--- config.mk ---
export PLATFORM = sky130hd
export DESIGN_NAME = cmr_monitor
export DESIGN_NICKNAME = d
export VERILOG_FILES = /design/src/rtl/cmr_pkg.sv /design/src/rtl/cmr_word_cmp.sv /design/src/rtl/cmr_hold_timer.sv /design/src/rtl/cmr_flag.sv /design/src/rtl/cmr_monitor.sv
export SDC_FILE = /design/constraint.sdc
export NUM_CORES = 1
export LEC_CHECK = 0
export ABC_AREA = 1
export BUFFER_PORTS_ARGS = -buffer_cell sky130_fd_sc_hd__buf_2
export CAP_MARGIN = 15
export CORE_MARGIN = 5
export CORE_UTILIZATION = 45
export CTS_BUF_LIST = sky130_fd_sc_hd__clkbuf_8
export CTS_CLUSTER_DIAMETER = 120
export DETAILED_ROUTE_END_ITERATION = 8
export PLACE_DENSITY = 0.95
export SYNTH_ARGS = -nofsm -noshare
export SYNTH_HDL_FRONTEND = slang
export SYNTH_HIERARCHICAL = 1
export SYNTH_SLANG_ARGS = --single-unit
--- constraint.sdc ---
create_clock -name clk_i -period 3.7 [get_ports clk_i]
set_clock_uncertainty 0.2 [all_clocks]
set_input_delay 1.11 -clock clk_i [delete_from_list [all_inputs] [get_ports clk_i]]
set_output_delay 1.11 -clock clk_i [all_outputs]
set_load 0.05 [all_outputs]
--- src/rtl/cmr_pkg.sv ---
package cmr_pkg;
   typedef enum logic [0:0] {
      ST_LOAD = 1'b0,
      ST_RUN  = 1'b1
   } cmr_state_e;
endpackage

--- src/rtl/cmr_word_cmp.sv ---
module cmr_word_cmp #(
   parameter int WORD_W = 8
) (
   input  logic [WORD_W-1:0] cfg_i,
   input  logic [WORD_W-1:0] shd_i,
   output logic              bad_o
);
   // a bit pair is healthy only when the two bits differ
   assign bad_o = |(~(cfg_i ^ shd_i));
endmodule

--- src/rtl/cmr_hold_timer.sv ---
module cmr_hold_timer #(
   parameter int HOLD_CYCLES = 3
) (
   input  logic clk_i,
   input  logic por_ni,
   input  logic start_i,
   output logic busy_o
);
   if (HOLD_CYCLES < 1) begin : g_bad_hold
      $error("HOLD_CYCLES must be at least 1");
   end

   if (HOLD_CYCLES == 1) begin : g_single
      // the edge that sees the mismatch already gives the one required cycle
      assign busy_o = 1'b0;
   end else begin : g_count
      localparam int CNT_W = $clog2(HOLD_CYCLES);
      localparam logic [CNT_W-1:0] LOAD_VAL = CNT_W'(HOLD_CYCLES - 1);
      logic [CNT_W-1:0] cnt_q;

      always_ff @(posedge clk_i or negedge por_ni) begin
         if (!por_ni) begin
            cnt_q <= '0;
         end else if (start_i) begin
            cnt_q <= LOAD_VAL;
         end else if (cnt_q != '0) begin
            cnt_q <= cnt_q - CNT_W'(1);
         end
      end

      assign busy_o = (cnt_q != '0);


      cnt_range_chk: assert property (@(posedge clk_i) disable iff (!por_ni)
         cnt_q <= LOAD_VAL);

      cnt_step_chk: assert property (@(posedge clk_i) disable iff (!por_ni)
         (busy_o && !start_i) |=> (cnt_q == $past(cnt_q) - CNT_W'(1)));
   end
endmodule

--- src/rtl/cmr_flag.sv ---
module cmr_flag (
   input  logic clk_i,
   input  logic por_ni,
   input  logic clr_i,
   input  logic set_i,
   output logic flag_o
);
   always_ff @(posedge clk_i or negedge por_ni) begin
      if (!por_ni) begin
         flag_o <= 1'b1;
      end else if (clr_i) begin
         flag_o <= 1'b0;
      end else if (set_i) begin
         flag_o <= 1'b1;
      end
   end


   flag_clr_chk: assert property (@(posedge clk_i) disable iff (!por_ni)
      clr_i |=> !flag_o);

   flag_hold_chk: assert property (@(posedge clk_i) disable iff (!por_ni)
      (!clr_i && !set_i) |=> $stable(flag_o));

   flag_set_chk: assert property (@(posedge clk_i) disable iff (!por_ni)
      (set_i && !clr_i) |=> flag_o);
endmodule

--- src/rtl/cmr_monitor.sv ---
module cmr_monitor #(
   parameter int NUM_WORDS   = 4,
   parameter int WORD_W      = 8,
   parameter int HOLD_CYCLES = 3,
   parameter int NUM_SRC     = 4,
   parameter int STAT_W      = 8,
   parameter int FLAG_POS    = 5,
   parameter bit CMP_REG     = 1'b0
) (
   input  logic                          clk_i,
   input  logic                          por_ni,
   input  logic [NUM_WORDS*WORD_W-1:0]   cfg_i,
   input  logic [NUM_WORDS*WORD_W-1:0]   shd_i,
   input  logic                          ld_cfg_i,
   input  logic                          ld_shd_i,
   input  logic [NUM_SRC-1:0]            rst_src_i,
   input  logic                          flag_set_i,
   output logic                          hard_rst_o,
   output logic                          rld_o,
   output logic [STAT_W-1:0]             stat_o
);
   import cmr_pkg::*;

   if (NUM_WORDS < 1 || WORD_W < 1 || NUM_SRC < 1) begin : g_bad_size
      $error("NUM_WORDS, WORD_W and NUM_SRC must be at least 1");
   end
   if (FLAG_POS < 0 || FLAG_POS >= STAT_W) begin : g_bad_pos
      $error("FLAG_POS must lie inside the status byte");
   end

   cmr_state_e           state_q;
   logic [NUM_WORDS-1:0] word_bad;
   logic                 raw_bad;
   logic                 fire;
   logic                 any_src;
   logic                 hold_busy;
   logic                 rst_next;
   logic                 rst_q;
   logic                 pend_q;
   logic                 rld_q;
   logic                 rld_go;
   logic                 cfg_seen_q;
   logic                 shd_seen_q;
   logic                 cfg_now;
   logic                 shd_now;
   logic                 accept;
   logic                 flag;

   for (genvar w = 0; w < NUM_WORDS; w++) begin : g_word
      cmr_word_cmp #(.WORD_W(WORD_W)) u_cmp (
         .cfg_i (cfg_i[w*WORD_W +: WORD_W]),
         .shd_i (shd_i[w*WORD_W +: WORD_W]),
         .bad_o (word_bad[w])
      );
   end

   assign raw_bad = |word_bad;

   if (CMP_REG) begin : g_cmp_reg
      logic mism_q;
      always_ff @(posedge clk_i or negedge por_ni) begin
         if (!por_ni) begin
            mism_q <= 1'b0;
         end else begin
            mism_q <= raw_bad && (state_q == ST_RUN);
         end
      end
      assign fire = (state_q == ST_RUN) && mism_q;
   end else begin : g_cmp_comb
      assign fire = (state_q == ST_RUN) && raw_bad;
   end

   assign any_src = |rst_src_i;

   cmr_hold_timer #(.HOLD_CYCLES(HOLD_CYCLES)) u_hold (
      .clk_i   (clk_i),
      .por_ni  (por_ni),
      .start_i (fire),
      .busy_o  (hold_busy)
   );

   assign rst_next = fire | hold_busy | any_src;
   assign rld_go   = pend_q && !rst_q && !rst_next;
   assign accept   = (state_q == ST_LOAD) && !pend_q && !rst_next;
   assign cfg_now  = cfg_seen_q | ld_cfg_i;
   assign shd_now  = shd_seen_q | ld_shd_i;

   always_ff @(posedge clk_i or negedge por_ni) begin
      if (!por_ni) begin
         state_q    <= ST_LOAD;
         rst_q      <= 1'b0;
         pend_q     <= 1'b1;
         rld_q      <= 1'b0;
         cfg_seen_q <= 1'b0;
         shd_seen_q <= 1'b0;
      end else begin
         rst_q <= rst_next;
         rld_q <= rld_go;
         if (rst_next) begin
            pend_q <= 1'b1;
         end else if (rld_go) begin
            pend_q <= 1'b0;
         end
         if (rst_next) begin
            state_q    <= ST_LOAD;
            cfg_seen_q <= 1'b0;
            shd_seen_q <= 1'b0;
         end else if (accept) begin
            if (cfg_now && shd_now) begin
               state_q    <= ST_RUN;
               cfg_seen_q <= 1'b0;
               shd_seen_q <= 1'b0;
            end else begin
               cfg_seen_q <= cfg_now;
               shd_seen_q <= shd_now;
            end
         end
      end
   end

   cmr_flag u_flag (
      .clk_i  (clk_i),
      .por_ni (por_ni),
      .clr_i  (fire),
      .set_i  (flag_set_i),
      .flag_o (flag)
   );

   assign hard_rst_o = rst_q;
   assign rld_o      = rld_q;

   always_comb begin
      stat_o           = '0;
      stat_o[FLAG_POS] = flag;
   end


   mism_rst_chk: assert property (@(posedge clk_i) disable iff (!por_ni)
      fire |=> hard_rst_o);

   src_rst_chk: assert property (@(posedge clk_i) disable iff (!por_ni)
      any_src |=> hard_rst_o);

   rld_pulse_chk: assert property (@(posedge clk_i) disable iff (!por_ni)
      rld_o |=> !rld_o);

   rld_quiet_chk: assert property (@(posedge clk_i) disable iff (!por_ni)
      rld_o |-> (!hard_rst_o && !$past(hard_rst_o)));

   rst_cause_chk: assert property (@(posedge clk_i) disable iff (!por_ni)
      $rose(hard_rst_o) |-> $past(fire || any_src));
endmodule

**After elaboration in Yosys (flattened, before gate mapping)**

Index checks and enable logic that the tools add are counted.

- Bits in registers: 9
- Input bits: 73

- $add $sub $neg: 1
- Mux-type cells: 15
- Bitwise logic cells: 13
- Reduce and logical (&&, ||, !) cells: 18

Operator list:

| kind | count |
|---|---|
| inverter 8 bit | 4 |
| OR reduction 32 bit | 1 |
| bitwise XOR 8 bit | 4 |
| 2-to-1 mux 1 bit | 13 |
| nonzero test 2 bit | 6 |
| logical AND 1 bit | 6 |
| 2-to-1 mux 2 bit | 2 |
| OR 1 bit | 4 |
| OR reduction 4 bit | 1 |
| zero test 1 bit | 3 |
| AND reduction 2 bit | 1 |
| subtractor 2 x 1 -> 2 bit (second input constant) | 1 |
| inverter 1 bit | 1 |

**Logic depth before layout (Yosys ltp)**

Gate-level depths: netlist (run 1).

- Depth in word-level cells: 10
- Mapped depth: 13
- Depth with buffers taken out: 13

**Cells and area by module**

The synthesis (run 1) kept the hierarchy.

By module, submodules not included:

| module | times used | cells an instance | area an instance (um^2) |
|---|---|---|---|
| cmr_word_cmp | 4 | 42 | 157.7 |
| cmr_monitor | 1 | 51 | 367.9 |
| cmr_hold_timer | 1 | 14 | 122.6 |
| cmr_flag | 1 | 3 | 33.8 |

**Worst setup path before layout (run 1)**

OpenSTA, ideal clock, no wires.

- Kind: in2reg
- Start point: input cfg_i[8]
- End point: register u_hold.g_count.cnt_q[0]
- Setup time: 64 ps
- Arrival: 1932 ps
- Required time: 3436 ps
- Slack: 1504 ps
- Stages: 13
- Cells stage by stage: nand2_1 -> inv_1 -> nor2_1 -> nand2_1 -> nor2_1 -> nand2_1 -> nor2_1 -> nand2_1 -> nand2_1 -> inv_1 -> inv_2 -> nand3_1 -> nand2_2

- Cells in the longest elaborated chain, start to end: 5
- Elaborated cells on any way between the ends: 6
- Classes of those cells: mux (1); bitwise (2); reduce/logical (3)

RTL lines:

| what | line | text |
|---|---|---|
| start: declaration | cmr_monitor.sv:12 | `input logic [NUM_WORDS*WORD_W-1:0] cfg_i,` |
| bitwise XOR 8 bit * | cmr_word_cmp.sv:9 | `assign bad_o = \|(~(cfg_i ^ shd_i));` |
| inverter 8 bit * | cmr_word_cmp.sv:9 |  |
| OR reduction 32 bit * | cmr_monitor.sv:57 | `assign raw_bad = \|word_bad;` |
| logical AND 1 bit * | cmr_monitor.sv:70 | `assign fire = (state_q == ST_RUN) && raw_bad;` |
| net fire | cmr_monitor.sv:34 | `logic fire;` |
| 2-to-1 mux 2 bit or nonzero test 2 bit (tied branches) | - |  |
| end signal: assignment | cmr_hold_timer.sv:27 | `cnt_q <= cnt_q - CNT_W'(1);` |
| end: declaration | cmr_hold_timer.sv:19 | `logic [CNT_W-1:0] cnt_q;` |

Mark *: on every way through the listed nets, which the timed path passes. The rest lies on a longest branch.
A chain may end at the register's enable or synchronous reset.

**Final worst setup path (run 1)**

- Start point: register u_flag.flag_o
- End point: output stat_o[5]

RTL lines:

| what | line | text |
|---|---|---|
| start: declaration | cmr_flag.sv:6 | `output logic flag_o` |
| start signal: assignment | cmr_flag.sv:10 | `flag_o <= 1'b1;` |
| start signal: assignment | cmr_flag.sv:12 | `flag_o <= 1'b0;` |
| start signal: assignment | cmr_flag.sv:14 | `flag_o <= 1'b1;` |
| end: declaration | cmr_monitor.sv:20 | `output logic [STAT_W-1:0] stat_o` |

No word-level cell between the ends.

==> run summary, run 1 <==
The areal power density over the cells came out at 263 mW/mm2. The horizontal extent of the die came out at 60.7 um. For the finished layout, the period the worst path requires is 2.32 ns. The number of register bits inferred by synthesis is 9.

The total iterations of the first detailed-routing run came out at 4. In this run the worst hold path is classified as reg -> reg. The worst setup path is captured at an output port. Yosys mapped a number of flops with a built-in enable equal to 0. The clock latency reported for the late side of the worst-skew pair came out at 0.23 ns. From synthesis to final layout, the design area changed by 36.4%. Setup repair after global routing left no endpoint under its margin.

The synthesized instance count came out at 236. The count of buffers inserted at the top-level ports is 75. The final non-filler cell area is 0.00158 mm2.

The maximum buffer depth of the clock tree came out at 2. The die extent in y came out at 60.7 um. Traced cell by cell, the critical path runs through buf_2.

In this run, post-CTS hold repair placed 0 buffers. The number of cells on the critical path came out at 1. The number of clock buffers added by TritonCTS is 3. Hold timing on the final database bottoms out at a slack of 0.294 ns. The total track usage came out at 0.148. The effective utilization at floorplan is 0.466. The share of synthesized area in the top cell type comes to 0.283.

The placeable core region is 0.00248 mm2. The number of nets in the finished design came out at 388. The via total after detailed routing came out at 1420.

The sequential fraction of the synthesis area came out at 0.197. The data required time of the critical path is 2.39 ns. The largest single stage delay on the critical path is 0.52 ns.

Once the clock tree was built, the setup fixing pass inserted 0 buffers. In this run the count of I/O pins placed on the die edge is 83. Cell internal power was estimated by the tool at 263 uW. The number of cells traversed by the worst hold path is 2. The CTS tree is yes. After the first detailed-routing iteration, the DRC count stood at 34.

Of the total power, registers draw 0.285. The total congestion overflow after global routing is 0. The post-route setup TNS is 0 ns. The number of different library cells in the post-synthesis netlist is 17.

The worst-path maximum fanout came out at 2. The number of antenna violations at the first check in global routing is 0. By instance count, the leading cell after synthesis is sky130_fd_sc_hd__nand2_1. The post-place instance area is 0.00153 mm2. The worst reg-to-reg path cell count came out at 7. The final wirelength is 2800 um.

The final setup violation count is 0. Across the run, the number of max-cap violations was 0. The number of max-slew violations in the final report is 0.

The tree built by TritonCTS fans out to 9 sinks. The largest net degree at the start of global routing came out at 10. In this run the static leakage power is 1.14 nW.

For this run, the number of Yosys warnings is 6. The combinational share of power is 0.443. The leading register cell type out of synthesis is sky130_fd_sc_hd__dfrtp_1. The area of the die is 0.00368 mm2.

By area the synthesized netlist is led by sky130_fd_sc_hd__nand2_1, sky130_fd_sc_hd__nor2_1, sky130_fd_sc_hd__inv_1, sky130_fd_sc_hd__dfrtp_1, sky130_fd_sc_hd__buf_4. The critical path's slowest cell is sky130_fd_sc_hd__dfstp_2. The antenna diode count is 0. The routability-driven placement congestion ratio is 0.815.

CTS built an H-tree with a depth of 1. The clock slew seen by the registers of the worst setup and hold paths is 0.05 ns. The ratio of cells with drive above 1 in the final layout is 0.281. The root buffer cell chosen for the clock tree is sky130_fd_sc_hd__clkbuf_8. The first global-routing pass estimated 4280 um of wire.

The average wire per cell in the routed design is 8.16 um. The count of final hold-check violations is 0. The post-route clock period utilization came out at 0.626.

The proportion of synthesized flip-flops having asynchronous set or reset came out at 1.00. The netlist area before placement is 0.00115 mm2. Data on the critical path arrives at its endpoint at 1.01 ns. The largest delay contributor family on the critical path is flip-flops.

STA classifies the critical path startpoint as a flop. The number of inserted filler cells in the final layout is 268. Of the total power, the clock network draws 0.272. The highest attainable clock frequency is 432 MHz.

Gates resized during post-CTS repair numbered 0. The half-perimeter wire length after placement came out at 2540 um. The number of remaining DRC errors came out at 0. The run finished with clean final reports. The average vias per placed instance came out at 4.14. The synthesized design spends more area on one cell type than any other, namely sky130_fd_sc_hd__nand2_1. In this run the power spent charging and discharging nets is 151 uW. Counting both buffers and inverters, the worst setup path holds a total of 1. The critical path is of the reg -> out type.

The switching power as a share of total power is 0.366. The number of global-route vias before repair came out at 1186. Counting instances in the post-synthesis netlist gives the leading cell types as sky130_fd_sc_hd__nand2_1, sky130_fd_sc_hd__nor2_1, sky130_fd_sc_hd__inv_1. VDD sags by at most 0.000214 V. In this run the core area contains 18 standard-cell rows.

The average instance in the mapped netlist occupies 4.89 um2. The final antenna-violating net count came out at 0.
sequential cells by signal (all words and copies together) (netlist names):
signal and flops:
shd_seen_q 1, cfg_seen_q 1, u_flag/flag_o 1, hard_rst_o 1
pend_q 1, u_hold/g_count.cnt_q 2, state_q 1, rld_o 1
cell families (layout without fill, tap and decap cells):
group | count (synthesis) | in the layout | share of synthesized area
AOI/OAI and AO/OA | 2 | 2 | 0.0108
other | 1 | 7 | 0.00325
and+or+nand+nor | 157 | 157 | 0.537
DFF | 9 | 9 | 0.197
adders and majority gates | 1 | 1 | 0.0108
buffers and inverters | 66 | 137 | 0.241
worst paths after layout:
path	end	from	slack, ns
max	stat_o[5]	u_flag/flag_o$_DFFE_PN1P_	1.38
min	u_hold/g_count.cnt_q[1]$_DFFE_PN0P_	u_hold/g_count.cnt_q[1]$_DFFE_PN0P_	0.29
max reg2reg	rld_o$_DFF_PN0_	u_hold/g_count.cnt_q[0]$_DFFE_PN0P_	2.07
min reg2reg	u_hold/g_count.cnt_q[1]$_DFFE_PN0P_	u_hold/g_count.cnt_q[1]$_DFFE_PN0P_	0.29
max in group asynchronous	u_flag/flag_o$_DFFE_PN1P_	por_ni	2.54
min in group asynchronous	state_q$_DFFE_PN0P_	por_ni	0.52
cell usage in the layout (no fill, tap or decap), drive strengths merged:
| cell | Yosys | routed |
|---|---|---|
| conb | 1 | 7 |
| ha | 1 | 1 |
| buf | 8 | 75 |
| dfrtp | 7 | 7 |
| dfstp | 2 | 2 |
| nand3b | 1 | 1 |
| nor2 | 61 | 61 |
| nand3 | 4 | 4 |
| inv | 58 | 59 |
| a21oi | 1 | 1 |
| o211ai | 1 | 1 |
| or2 | 1 | 1 |
| nand2 | 90 | 90 |
| clkbuf | 0 | 3 |
per-layer routing:
| layer | vias to the layer above | global-route usage | share of wire |
|---|---|---|---|
| li1 | 799 | - | - |
| met2 | 44 | 0.316 | 0.51 |
| met5 | - | 0 | 0 |
| met1 | 575 | 0.142 | 0.38 |
| met3 | 2 | 0.0191 | 0.10 |
| met4 | 0 | 0.0372 | 0.0079 |
layout make-up:
class,count,area (um2),area share
multi-input cells,167,672,0.427
repair buffers,75,375,0.238
flip-flops and latches,9,228,0.145
inverters,58,218,0.138
clock buffers,3,41.3,0.0262
well taps,30,37.5,0.0238
clock inverters,1,3.75,0.00238
worst reg2reg max path, stage by stage, from the launching register on:
cell and delay, ns:
sky130_fd_sc_hd__dfrtp_1 0.38, sky130_fd_sc_hd__inv_1 0.09, sky130_fd_sc_hd__ha_1 0.21, sky130_fd_sc_hd__inv_2 0.07, sky130_fd_sc_hd__or2_0 0.23, sky130_fd_sc_hd__nor2_2 0.15, sky130_fd_sc_hd__nand2_2 0.11, sky130_fd_sc_hd__nor2_1 0.13
per-stage QoR:
step	std cells	util	setup WS (ns)	power (mW)
4_1_cts	343	0.636	1.38	0.419
5_1_grt	343	0.636	1.21	0.450
3_5_place_dp	339	0.618	1.23	0.305
3_3_place_gp	339	0.618	1.26	0.299
2_1_floorplan	242	-	1.50	0.249
6_report	343	0.636	1.38	0.414
power groups by stage:
stage                     Clock, mW  Combinational, mW  Sequential [mW]
after floorplan                   0              0.130            0.119
after CTS                     0.115              0.186            0.118
after global routing          0.118              0.213            0.119
final                         0.112              0.184            0.118
after detailed placement          0              0.185            0.119
after global placement            0              0.181            0.118
(Power assumes the default switching activity.)
==> inputs of run 2 (changes only) <==
Settings changed: CORE_UTILIZATION 45 to 38, PLACE_DENSITY 0.95 to 0.88.
Clock period 3.7 ns to 1.85 ns, I/O delays scaled along.
==> run 2 against run 1 <==
Effect of this change: combinational power is 100% higher; setup slack lost 1.3 ns; count of clock-buffer cells in the layout unchanged; sequential power is 100% higher; die area is 15% higher; largest cell class unchanged; largest power group unchanged; highest routed layer unchanged.
==> run summary, run 2 (synthesized netlist as in run 1, its figures left out) <==
The horizontal extent of the die is 65.1 um (+7.4%). The final antenna-violating net count came to 0 (unchanged). The final wirelength is 2760 um (-1.5%). The number of cells on the critical path was 1 (unchanged). The setup path with the least slack is of type reg -> out. The number of setup buffers added after CTS was 0 (unchanged).

The total track usage came to 0.130 (-0.0176). The number of flip-flops in the largest register is 2 (unchanged). The antenna diode count was 0 (unchanged). The count of pins on the block boundary came out at 83 (unchanged).

The total congestion overflow after global routing is 0 (unchanged). The total clock sinks is 9 (unchanged). The post-placement setup slack was -0.0637 ns (-1.29 ns). The clock network fraction of design power is 0.267 (-0.005).

The leakage power total was 1.15 nW (+0.40%). The layer flagged by global routing as most heavily used is met2. Subtracting the final worst setup slack from the clock period gives 1.77 ns. The via total after detailed routing was 1420 (unchanged). On the critical path the largest part of the delay comes from flip-flops. The data required time of the critical path came out at 1.09 ns (-1.30 ns).

The total power after layout came out at 836 uW (+100%). The CTS tree is yes. The ratio of cells with drive above 1 in the final layout is 0.283 (+0.00229). The met1 capacity usage during global routing is 0.121 (-0.0214).

The maximum buffer depth of the clock tree is 2 (unchanged). More flip-flops sit in one register than any other, and that register is u_hold/g_count.cnt_q. The classification of the worst-slack hold path is reg -> reg. The placeable core region came out at 0.00298 mm2 (+20%).

The met3 capacity usage during global routing came out at 0.0342 (+0.0150). The effective utilization at floorplan is 0.388 (-0.0783). The average vias per placed instance is 4.09 (-1.2%).

The flow ran to the end, and the final reports show no timing, DRC or antenna violations. The post-route clock period utilization is 0.957. The switching power of the nets is 309 uW (+100%). The area of the die is 0.00424 mm2 (+15%).

The number of nets in the finished design came out at 389 (+0.26%). The level count of the clock H-tree came out at 1 (unchanged). The stage delay of the slowest cell on the critical path is 0.53 ns (about the same). The die extent in y came out at 65.1 um (+7.4%).

The worst reg-to-reg path cell count is 7 (unchanged). The first-iteration detailed-routing DRC count is 34 (unchanged). The count of final hold-check violations came out at 0 (unchanged). The total iterations of the first detailed-routing run is 4 (unchanged). The final worst-path setup slack came out at 0.0804 ns (-1.30 ns). The startpoint identified for the worst register-to-register timing path is u_hold/g_count.cnt_q[0]$_DFFE_PN0P_.

The number of cells traversed by the worst hold path came out at 2 (unchanged). The number of buffers added by the clock tree synthesis step came out at 3 (unchanged). The clock slew seen by the registers of the worst setup and hold paths came out at 0.05 ns (about the same). The critical path endpoint category is an output port.

The half-perimeter wire length after placement is 2480 um (-2.4%). The max-capacitance violation count is 0 (unchanged). The number of global-route vias before repair is 1245 (+5.0%). The worst-path maximum fanout came out at 2 (unchanged). The most critical setup path has its startpoint at u_flag/flag_o$_DFFE_PN1P_. The switching power as a share of total power came out at 0.369 (+0.00332).

The most common cell after layout, fill and taps aside is sky130_fd_sc_hd__nand2_1. The worst setup path is launched from a flop. The largest net degree at the start of global routing is 10 (unchanged).

The number of remaining DRC errors was 0 (unchanged). The power share of the sequential group is 0.283 (-0.002). The clock root buffer is sky130_fd_sc_hd__clkbuf_8. The combinational share of power came to 0.450 (+0.007).

Setup repair after global routing left no endpoint under its margin. The critical path ends at stat_o[5]. Derived from the worst setup path, the maximum achievable clock frequency is 565 MHz.

The final design utilization was 0.534 (-0.101). The data arrival at the endpoint of the critical path came out at 1.01 ns (about the same). The number of max-slew violations in the final report came out at 0 (unchanged). The maximum ir drop on the vdd rail is 0.000412 V (+92%).

The final setup violation count came to 0 (unchanged). On the critical path, the stage with the largest delay is an instance of sky130_fd_sc_hd__dfstp_2. The count of buffers inserted at the top-level ports came out at 75 (unchanged). The areal power density over the cells is 526 mW/mm2 (+100%). The wire length of the first global-routing pass came out at 4500 um (+5.0%). The area added between synthesis and finish came out at 37.8%. In this run the critical register-to-register path is captured at shd_seen_q$_DFFE_PN0P_. The number of rows in the core area is 20 (+2). The internal power of the cells came out at 528 uW (+100%).

The average wire per cell in the routed design is 7.94 um (-2.6%). The routability-driven placement congestion ratio came out at 0.740 (-9.2%). The met2 track demand over resource in global routing came out at 0.273 (-0.0427).

Traced cell by cell, the critical path runs through buf_2. In the layout the commonest cells are sky130_fd_sc_hd__nand2_1, sky130_fd_sc_hd__buf_2, sky130_fd_sc_hd__nor2_1, sky130_fd_sc_hd__inv_1. The slack of the worst reg-to-reg path is 0.22 ns (-1.85 ns). The clock latency reported for the late side of the worst-skew pair is 0.23 ns (about the same). The number of antenna violations at the first check in global routing is 0 (unchanged). The combined buffer and inverter count along the critical path is 1 (unchanged).
[run 2: cell count changes in the layout (fill, tap and decap cells not counted)]
cell                            delta
sky130_fd_sc_hd__dlygate4sd3_1     +1
sky130_fd_sc_hd__nand2_1           -1
sky130_fd_sc_hd__nand2_2           +1
[run 2: final cells by class]
cell class              instances  area [um2]
repair buffers                 76         385
inverters                      58         218
fillers                       327        1390
well taps                      33        41.3
flip-flops and latches          9         228
multi-input cells             167         674
clock inverters                 1        3.75
clock buffers                   3        41.3
[run 2: per-layer routing]
metal,vias up,share of wire
met1,573,0.38
li1,799,-
met3,2,0.090
met2,46,0.52
met4,0,0.0083
met5,-,0
[run 2: power by group through the flow]
| stage | combinational (mW) | sequential, mW | clock (mW) |
|---|---|---|---|
| after floorplan | 0.259 | 0.238 | 0 |
| after global placement | 0.361 | 0.238 | 0 |
| after detailed placement | 0.375 | 0.240 | 0 |
| after CTS | 0.381 | 0.237 | 0.229 |
| after global routing | 0.437 | 0.240 | 0.239 |
| final | 0.376 | 0.237 | 0.223 |
[run 2: how the worst min path moves through the flow]
| stage | from | endpoint | slack, ns |
|---|---|---|---|
| 2_1_floorplan | por_ni | cfg_seen_q$_DFFE_PN0P_ | 0.06 |
| 3_3_place_gp | por_ni | rld_o$_DFF_PN0_ | 0.21 |
| 3_5_place_dp | por_ni | hard_rst_o$_DFF_PN0_ | 0.22 |
| 4_1_cts | u_flag/flag_o$_DFFE_PN1P_ | u_flag/flag_o$_DFFE_PN1P_ | 0.30 |
| 5_1_grt | u_flag/flag_o$_DFFE_PN1P_ | u_flag/flag_o$_DFFE_PN1P_ | 0.32 |
| 6_report | u_flag/flag_o$_DFFE_PN1P_ | u_flag/flag_o$_DFFE_PN1P_ | 0.30 |
[run 2: stage by stage]
step           hold slack (ns)  TNS, ns  instances  area (um2)
6_report                 0.296        0        347        1590
5_1_grt                  0.325        0        347        1590
4_1_cts                  0.297        0        347        1590
3_5_place_dp             0.218   -0.120        342        1530
3_3_place_gp             0.215  -0.0709        342        1530
2_1_floorplan           0.0594        0        242        1180
[run 2: what timing repair did]
item,CTS,global route
resized for setup,0,1
endpoints found under the hold margin,7,0
hold buffers,1,0
endpoints found under the setup margin,0,1
